File: src/rtl/tx_seq_pkg.sv
package tx_seq_pkg;
  typedef enum logic [2:0] {
    ST_IDLE,
    ST_REG_ON,
    ST_FEED,
    ST_TRAIL,
    ST_DRAIN,
    ST_TX_OFF
  } seq_state_e;
endpackage

File: src/rtl/tx_irq_edge.sv
module tx_irq_edge #(
  parameter int SYNC_STAGES = 0
) (
  input  logic clk_i,
  input  logic rst_ni,
  input  logic irq_i,
  output logic evt_o
);
  logic irq_s;

  generate
    if (SYNC_STAGES == 0) begin : g_direct
      assign irq_s = irq_i;
    end else begin : g_sync
      logic [SYNC_STAGES-1:0] sync_q;
      always_ff @(posedge clk_i or negedge rst_ni) begin
        if (!rst_ni) sync_q <= '0;
        else if (SYNC_STAGES == 1) sync_q <= irq_i;
        else sync_q <= {sync_q[SYNC_STAGES-2:0], irq_i};
      end
      assign irq_s = sync_q[SYNC_STAGES-1];
    end
  endgenerate

  logic irq_q;
  always_ff @(posedge clk_i or negedge rst_ni) begin
    if (!rst_ni) irq_q <= 1'b0;
    else irq_q <= irq_s;
  end

  assign evt_o = irq_s & ~irq_q;
endmodule

File: src/rtl/tx_wr_stage.sv
module tx_wr_stage #(
  parameter int               DATA_W     = 8,
  parameter logic [DATA_W-1:0] DUMMY_BYTE = '0
) (
  input  logic              clk_i,
  input  logic              rst_ni,
  input  logic              req_i,
  input  logic              dummy_i,
  input  logic [DATA_W-1:0] data_i,
  output logic              wr_o,
  output logic [DATA_W-1:0] wr_data_o
);
  always_ff @(posedge clk_i or negedge rst_ni) begin
    if (!rst_ni) begin
      wr_o      <= 1'b0;
      wr_data_o <= '0;
    end else begin
      wr_o <= req_i;
      if (req_i) wr_data_o <= dummy_i ? DUMMY_BYTE : data_i;
    end
  end
endmodule

File: src/rtl/tx_seq_fsm.sv
module tx_seq_fsm
  import tx_seq_pkg::*;
(
  input  logic clk_i,
  input  logic rst_ni,
  input  logic evt_i,
  input  logic src_valid_i,
  input  logic src_last_i,
  output logic src_ready_o,
  output logic wr_req_o,
  output logic wr_dummy_o,
  output logic reg_en_o,
  output logic tx_en_o,
  output logic done_o,
  output logic err_o
);
  seq_state_e state_q, state_d;
  logic reg_en_d, tx_en_d, done_d, err_d;

  always_comb begin
    state_d     = state_q;
    reg_en_d    = reg_en_o;
    tx_en_d     = tx_en_o;
    err_d       = err_o;
    done_d      = 1'b0;
    src_ready_o = 1'b0;
    wr_req_o    = 1'b0;
    wr_dummy_o  = 1'b0;
    unique case (state_q)
      ST_IDLE: if (src_valid_i) begin
        reg_en_d = 1'b1;
        err_d    = 1'b0;
        state_d  = ST_REG_ON;
      end
      ST_REG_ON: begin
        tx_en_d = 1'b1;
        state_d = ST_FEED;
      end
      ST_FEED: if (evt_i) begin
        wr_req_o = 1'b1;
        if (src_valid_i) begin
          src_ready_o = 1'b1;
          if (src_last_i) state_d = ST_TRAIL;
        end else begin
          // source ran dry: close the frame with the trailer now
          wr_dummy_o = 1'b1;
          err_d      = 1'b1;
          state_d    = ST_DRAIN;
        end
      end
      ST_TRAIL: if (evt_i) begin
        wr_req_o   = 1'b1;
        wr_dummy_o = 1'b1;
        state_d    = ST_DRAIN;
      end
      ST_DRAIN: if (evt_i) begin
        tx_en_d = 1'b0;
        state_d = ST_TX_OFF;
      end
      ST_TX_OFF: begin
        reg_en_d = 1'b0;
        done_d   = 1'b1;
        state_d  = ST_IDLE;
      end
      default: state_d = ST_IDLE;
    endcase
  end

  always_ff @(posedge clk_i or negedge rst_ni) begin
    if (!rst_ni) begin
      state_q  <= ST_IDLE;
      reg_en_o <= 1'b0;
      tx_en_o  <= 1'b0;
      done_o   <= 1'b0;
      err_o    <= 1'b0;
    end else begin
      state_q  <= state_d;
      reg_en_o <= reg_en_d;
      tx_en_o  <= tx_en_d;
      done_o   <= done_d;
      err_o    <= err_d;
    end
  end
endmodule

File: src/rtl/tx_seq_ctrl.sv
module tx_seq_ctrl #(
  parameter int                DATA_W      = 8,
  parameter logic [DATA_W-1:0] DUMMY_BYTE  = '0,
  parameter int                SYNC_STAGES = 0
) (
  input  logic              clk_i,
  input  logic              rst_ni,
  input  logic [DATA_W-1:0] src_data_i,
  input  logic              src_valid_i,
  input  logic              src_last_i,
  output logic              src_ready_o,
  input  logic              irq_i,
  output logic              reg_en_o,
  output logic              tx_en_o,
  output logic              wr_o,
  output logic [DATA_W-1:0] wr_data_o,
  output logic              done_o,
  output logic              err_o
);
  logic evt, wr_req, wr_dummy;

  tx_irq_edge #(.SYNC_STAGES(SYNC_STAGES)) u_edge (
    .clk_i (clk_i),
    .rst_ni(rst_ni),
    .irq_i (irq_i),
    .evt_o (evt)
  );

  tx_seq_fsm u_fsm (
    .clk_i      (clk_i),
    .rst_ni     (rst_ni),
    .evt_i      (evt),
    .src_valid_i(src_valid_i),
    .src_last_i (src_last_i),
    .src_ready_o(src_ready_o),
    .wr_req_o   (wr_req),
    .wr_dummy_o (wr_dummy),
    .reg_en_o   (reg_en_o),
    .tx_en_o    (tx_en_o),
    .done_o     (done_o),
    .err_o      (err_o)
  );

  tx_wr_stage #(.DATA_W(DATA_W), .DUMMY_BYTE(DUMMY_BYTE)) u_wr (
    .clk_i    (clk_i),
    .rst_ni   (rst_ni),
    .req_i    (wr_req),
    .dummy_i  (wr_dummy),
    .data_i   (src_data_i),
    .wr_o     (wr_o),
    .wr_data_o(wr_data_o)
  );
endmodule

File: config.mk
export PLATFORM = sky130hd
export DESIGN_NAME = tx_seq_ctrl
export DESIGN_NICKNAME = d
export VERILOG_FILES = /design/src/rtl/tx_seq_pkg.sv /design/src/rtl/tx_irq_edge.sv /design/src/rtl/tx_wr_stage.sv /design/src/rtl/tx_seq_fsm.sv /design/src/rtl/tx_seq_ctrl.sv
export SDC_FILE = /design/constraint.sdc
export NUM_CORES = 1
export LEC_CHECK = 0
export BUFFER_PORTS_ARGS = -buffer_cell sky130_fd_sc_hd__buf_2
export CAP_MARGIN = 0
export CORE_UTILIZATION = 45
export CTS_CLUSTER_SIZE = 24
export DETAILED_ROUTE_END_ITERATION = 12
export HOLD_SLACK_MARGIN = 0.1
export PLACE_DENSITY = 0.74
export SLEW_MARGIN = 20
export SYNTH_ARGS = -nofsm -noshare
export SYNTH_HDL_FRONTEND = slang
export SYNTH_SLANG_ARGS = --single-unit
File: constraint.sdc
create_clock -name clk_i -period 1.5 [get_ports clk_i]
set_input_delay 0.225 -clock clk_i [delete_from_list [all_inputs] [get_ports clk_i]]
set_output_delay 0.225 -clock clk_i [all_outputs]
set_load 0.05 [all_outputs]
==> impl_metrics.py <==
metrics = {
    "run_status": {
        "outcome": "finished, final reports clean",
    },
    "timing": {
        "clock_skew_ns": 0.00695,
        "rsz0062_at_grt": "true",
        "slew_headroom_pct": 75.7,
        "fin_crit_sh_pct": 96.5,
        "setup_viol": 0,
        "hold_viol_final": 0,
        "max_freq_mhz": 691,
        "drv_slew": 0,
        "worst_pin_slew_ns": 0.364,
        "holdWs_ns": 0.118,
        "fin_crit_ns": 1.45,
        "tns_ns": 0,
        "finalWorstSetupSlack_ns": 0.0524,
    },
    "critical_path": {
        "startpoint_type": "flop",
        "critPathCaptureType": "output pin",
        "worstSetupPathType": "flop to output pin",
        "r2r-end": "u_wr.wr_data_o[4]$_DFFE_PN0P_",
        "r2r_slack_ns": 0.21,
        "critPathMaxFanout": 3,
        "cp.required_ns": 1.27,
        "worstRegToRegCells": 4,
        "crit-reg2reg-launch": "u_fsm.state_q[0]$_DFFE_PN0P_",
        "crit_arrival_ns": 1.22,
    },
    "route": {
        "via_per_inst": 5.02,
        "first_pass_iters": 4,
        "wl_per_cell_um": 11.2,
        "drc": 0,
        "postRouteAntennaNets": 0,
        "via_count": 602,
        "drt_wl_total_um": 1350,
        "drt_iter0_drc": 8,
    },
    "die": {
        "die_w_um": 41.8,
        "rows": 14,
        "die-area_mm2": 0.00175,
        "start_util_pct": 47.9,
        "die_height_um": 41.8,
        "core_mm2": 0.00149,
        "num_io_pins": 27,
    },
    "clocking": {
        "path_clk_slew_ns": 0.09,
        "worstSkewPairLatency_ns": 0.29,
        "clockBufferDepth": 2,
        "htreeDepth": 1,
        "clock_sinks": 17,
        "cts_buffers": 3,
        "cts_tree": "done",
        "root_buffer": "clkbuf_4",
    },
    "logic_synthesis": {
        "synth-seq-cells": 17,
        "ys_seq_area_share_pct": 59.6,
        "synth-warning-count": 0,
        "syn-cell-area_um2": 713,
        "syn-num-nets": 86,
        "synth_cell_type_count": 22,
        "syn_inst": 73,
        "avgSynthCellArea_um2": 9.77,
    },
    "global_routing": {
        "grt-ovfl-total": 0,
        "grt_max_degree": 20,
        "first_global_vias": 545,
        "grt_use_met1_pct": 23.5,
        "antenna_found_initial": 0,
        "top_usage_layer": "met2",
        "grt_usage_pct": 17.4,
        "met2_usage_pct": 25.9,
        "grt_pass1_wl_um": 2290,
        "grt_use_met3_pct": 3.91,
    },
    "pwr": {
        "p_leak_nw": 0.480,
        "p_sw_mw": 1.07,
        "clkPwrFrac_pct": 11.2,
        "comb_power_share_pct": 51.8,
        "p_int_mw": 1.04,
        "ir_drop_uv": 1030,
        "swShare_pct": 50.8,
        "power.density_mw_per_mm2": 2230,
        "power_frac_seq_pct": 36.9,
    },
    "cells_and_area": {
        "nets": 118,
        "final_core_util_pct": 63.6,
        "drive_gt1_share_pct": 36.5,
        "syn2layout_area_growth_pct": 32.8,
        "num_antenna_cells": 0,
    },
    "min_path": {
        "hold-path-endpoint": "u_edge.irq_q$_DFF_PN0_",
        "hold_start": "irq_i",
        "holdPathStages": 1,
        "hp-class": "input port to flop",
    },
    "place": {
        "port_buffers": 26,
        "place.detailed.hpwl_um": 947,
        "gp_congestion": 0.782,
        "preCtsSetupSlack_ns": 0.205,
    },
    "job": {
        "cap_violations": 0,
    },
}
-- critical path, stage by stage (launching register included) --
cell	delay (ns)
dfrtp_1	0.39
nand4bb_4	0.24
nor3_4	0.13
buf_6	0.18
-- synthesized netlist by cell type --
master	count	share of area [%]
o21ai_1	2	1.4
nand4b_1	1	1.2
clkbuf_1	1	0.53
o32a_1	1	1.4
buf_2	3	2.1
nand2_1	17	8.9
nor2_1	4	2.1
inv_1	2	1.1
o41ai_1	1	1.2
nand2b_1	3	2.6
nor2b_1	1	0.88
o31ai_1	1	1.1
a21oi_1	3	2.1
nand3b_1	1	1.1
inv_2	1	0.53
dfrtp_1	17	60
or4_1	1	1.1
o22ai_1	1	0.88
nor3_1	1	0.70
nand3_1	1	0.70
nand4bb_1	2	3.2
o21ai_0	8	5.6
-- cells by family (layout without fill, tap and decap cells) --
family / count (synthesis) / count (layout) / synth area share (%)
AO/OA/AOI/OAI: 17 / 17 / 13.7
buffers and inverters: 7 / 38 / 4.21
flip-flops: 17 / 17 / 59.6
AND/OR/NAND/NOR: 32 / 32 / 22.5
-- power groups by stage --
stage	Clock (mW)	Sequential, mW	Combinational, mW
after floorplan	0	1.28	0.302
after global placement	0	0.773	1.07
after detailed placement	0	0.777	1.07
after CTS	0.249	0.780	1.10
after global routing	0.268	0.807	1.17
final	0.237	0.779	1.09
-- layout by cell type (no fill, tap or decap), types with 2 or more instances in the layout --
cell type	synthesis	layout
nor2_1	4	4
o21ai_1	2	2
nand2_1	17	17
inv_1	2	2
nand2b_1	3	3
dfrtp_1	17	16
buf_2	3	25
buf_4	0	4
a21oi_1	3	3
clkbuf_4	0	3
o21ai_0	8	8
-- layer usage --
layer	routed length, um	vias to the layer above
met5	0	-
met4	8	0
met3	42	2
met2	666	15
met1	632	275
li1	-	310
-- cell type report --
| type | count | area, um2 |
|---|---|---|
| Timing Repair Buffer | 31 | 176 |
| Clock buffer | 3 | 22.5 |
| Clock inverter | 1 | 5.00 |
| Sequential cell | 17 | 427 |
| Fill cell | 119 | 542 |
| Tap cell | 16 | 20.0 |
| Multi-Input combinational cell | 49 | 285 |
| Inverter | 3 | 11.3 |
-- worst max-delay path by stage --
stage | from | to | slack, ns | cells past startpoint
after floorplan | u_fsm.state_q[2]$_DFFE_PN0P_ | src_ready_o | 0.07 | 3
after global placement | u_fsm.state_q[1]$_DFFE_PN0P_ | src_ready_o | 0.24 | 3
after detailed placement | u_fsm.state_q[1]$_DFFE_PN0P_ | src_ready_o | 0.20 | 3
after CTS | u_edge.irq_q$_DFF_PN0_ | src_ready_o | 0.03 | 3
after global routing | u_edge.irq_q$_DFF_PN0_ | src_ready_o | -0.03 | 3
final | u_edge.irq_q$_DFF_PN0_ | src_ready_o | 0.05 | 3
-- sequential cells by signal (all words and copies together), names as in the netlist --
signal,count
u_fsm.done_o,1
u_fsm.state_q,3
u_fsm.tx_en_o,1
u_wr.wr_data_o,8
u_fsm.reg_en_o,1
u_wr.wr_o,1
u_fsm.err_o,1
u_edge.irq_q,1
-- what timing repair did --
| item | CTS | global route |
|---|---|---|
| setup buffers | 0 | 0 |
| setup endpoints to repair | 1 | 1 |
| resized for setup | 4 | 0 |
| endpoints found under the hold margin | 17 | 0 |
| hold buffers | 1 | 0 |
-- metrics by stage --
| stage | power [mW] | instances | area [um2] |
|---|---|---|---|
| finish | 2.11 | 120 | 947 |
| floorplan | 1.58 | 73 | 724 |
| CTS | 2.13 | 120 | 947 |
| detailed placement | 1.85 | 115 | 886 |
| global route | 2.24 | 120 | 947 |
| global placement | 1.84 | 115 | 886 |
No activity file was read; power rests on OpenSTA's default activity.
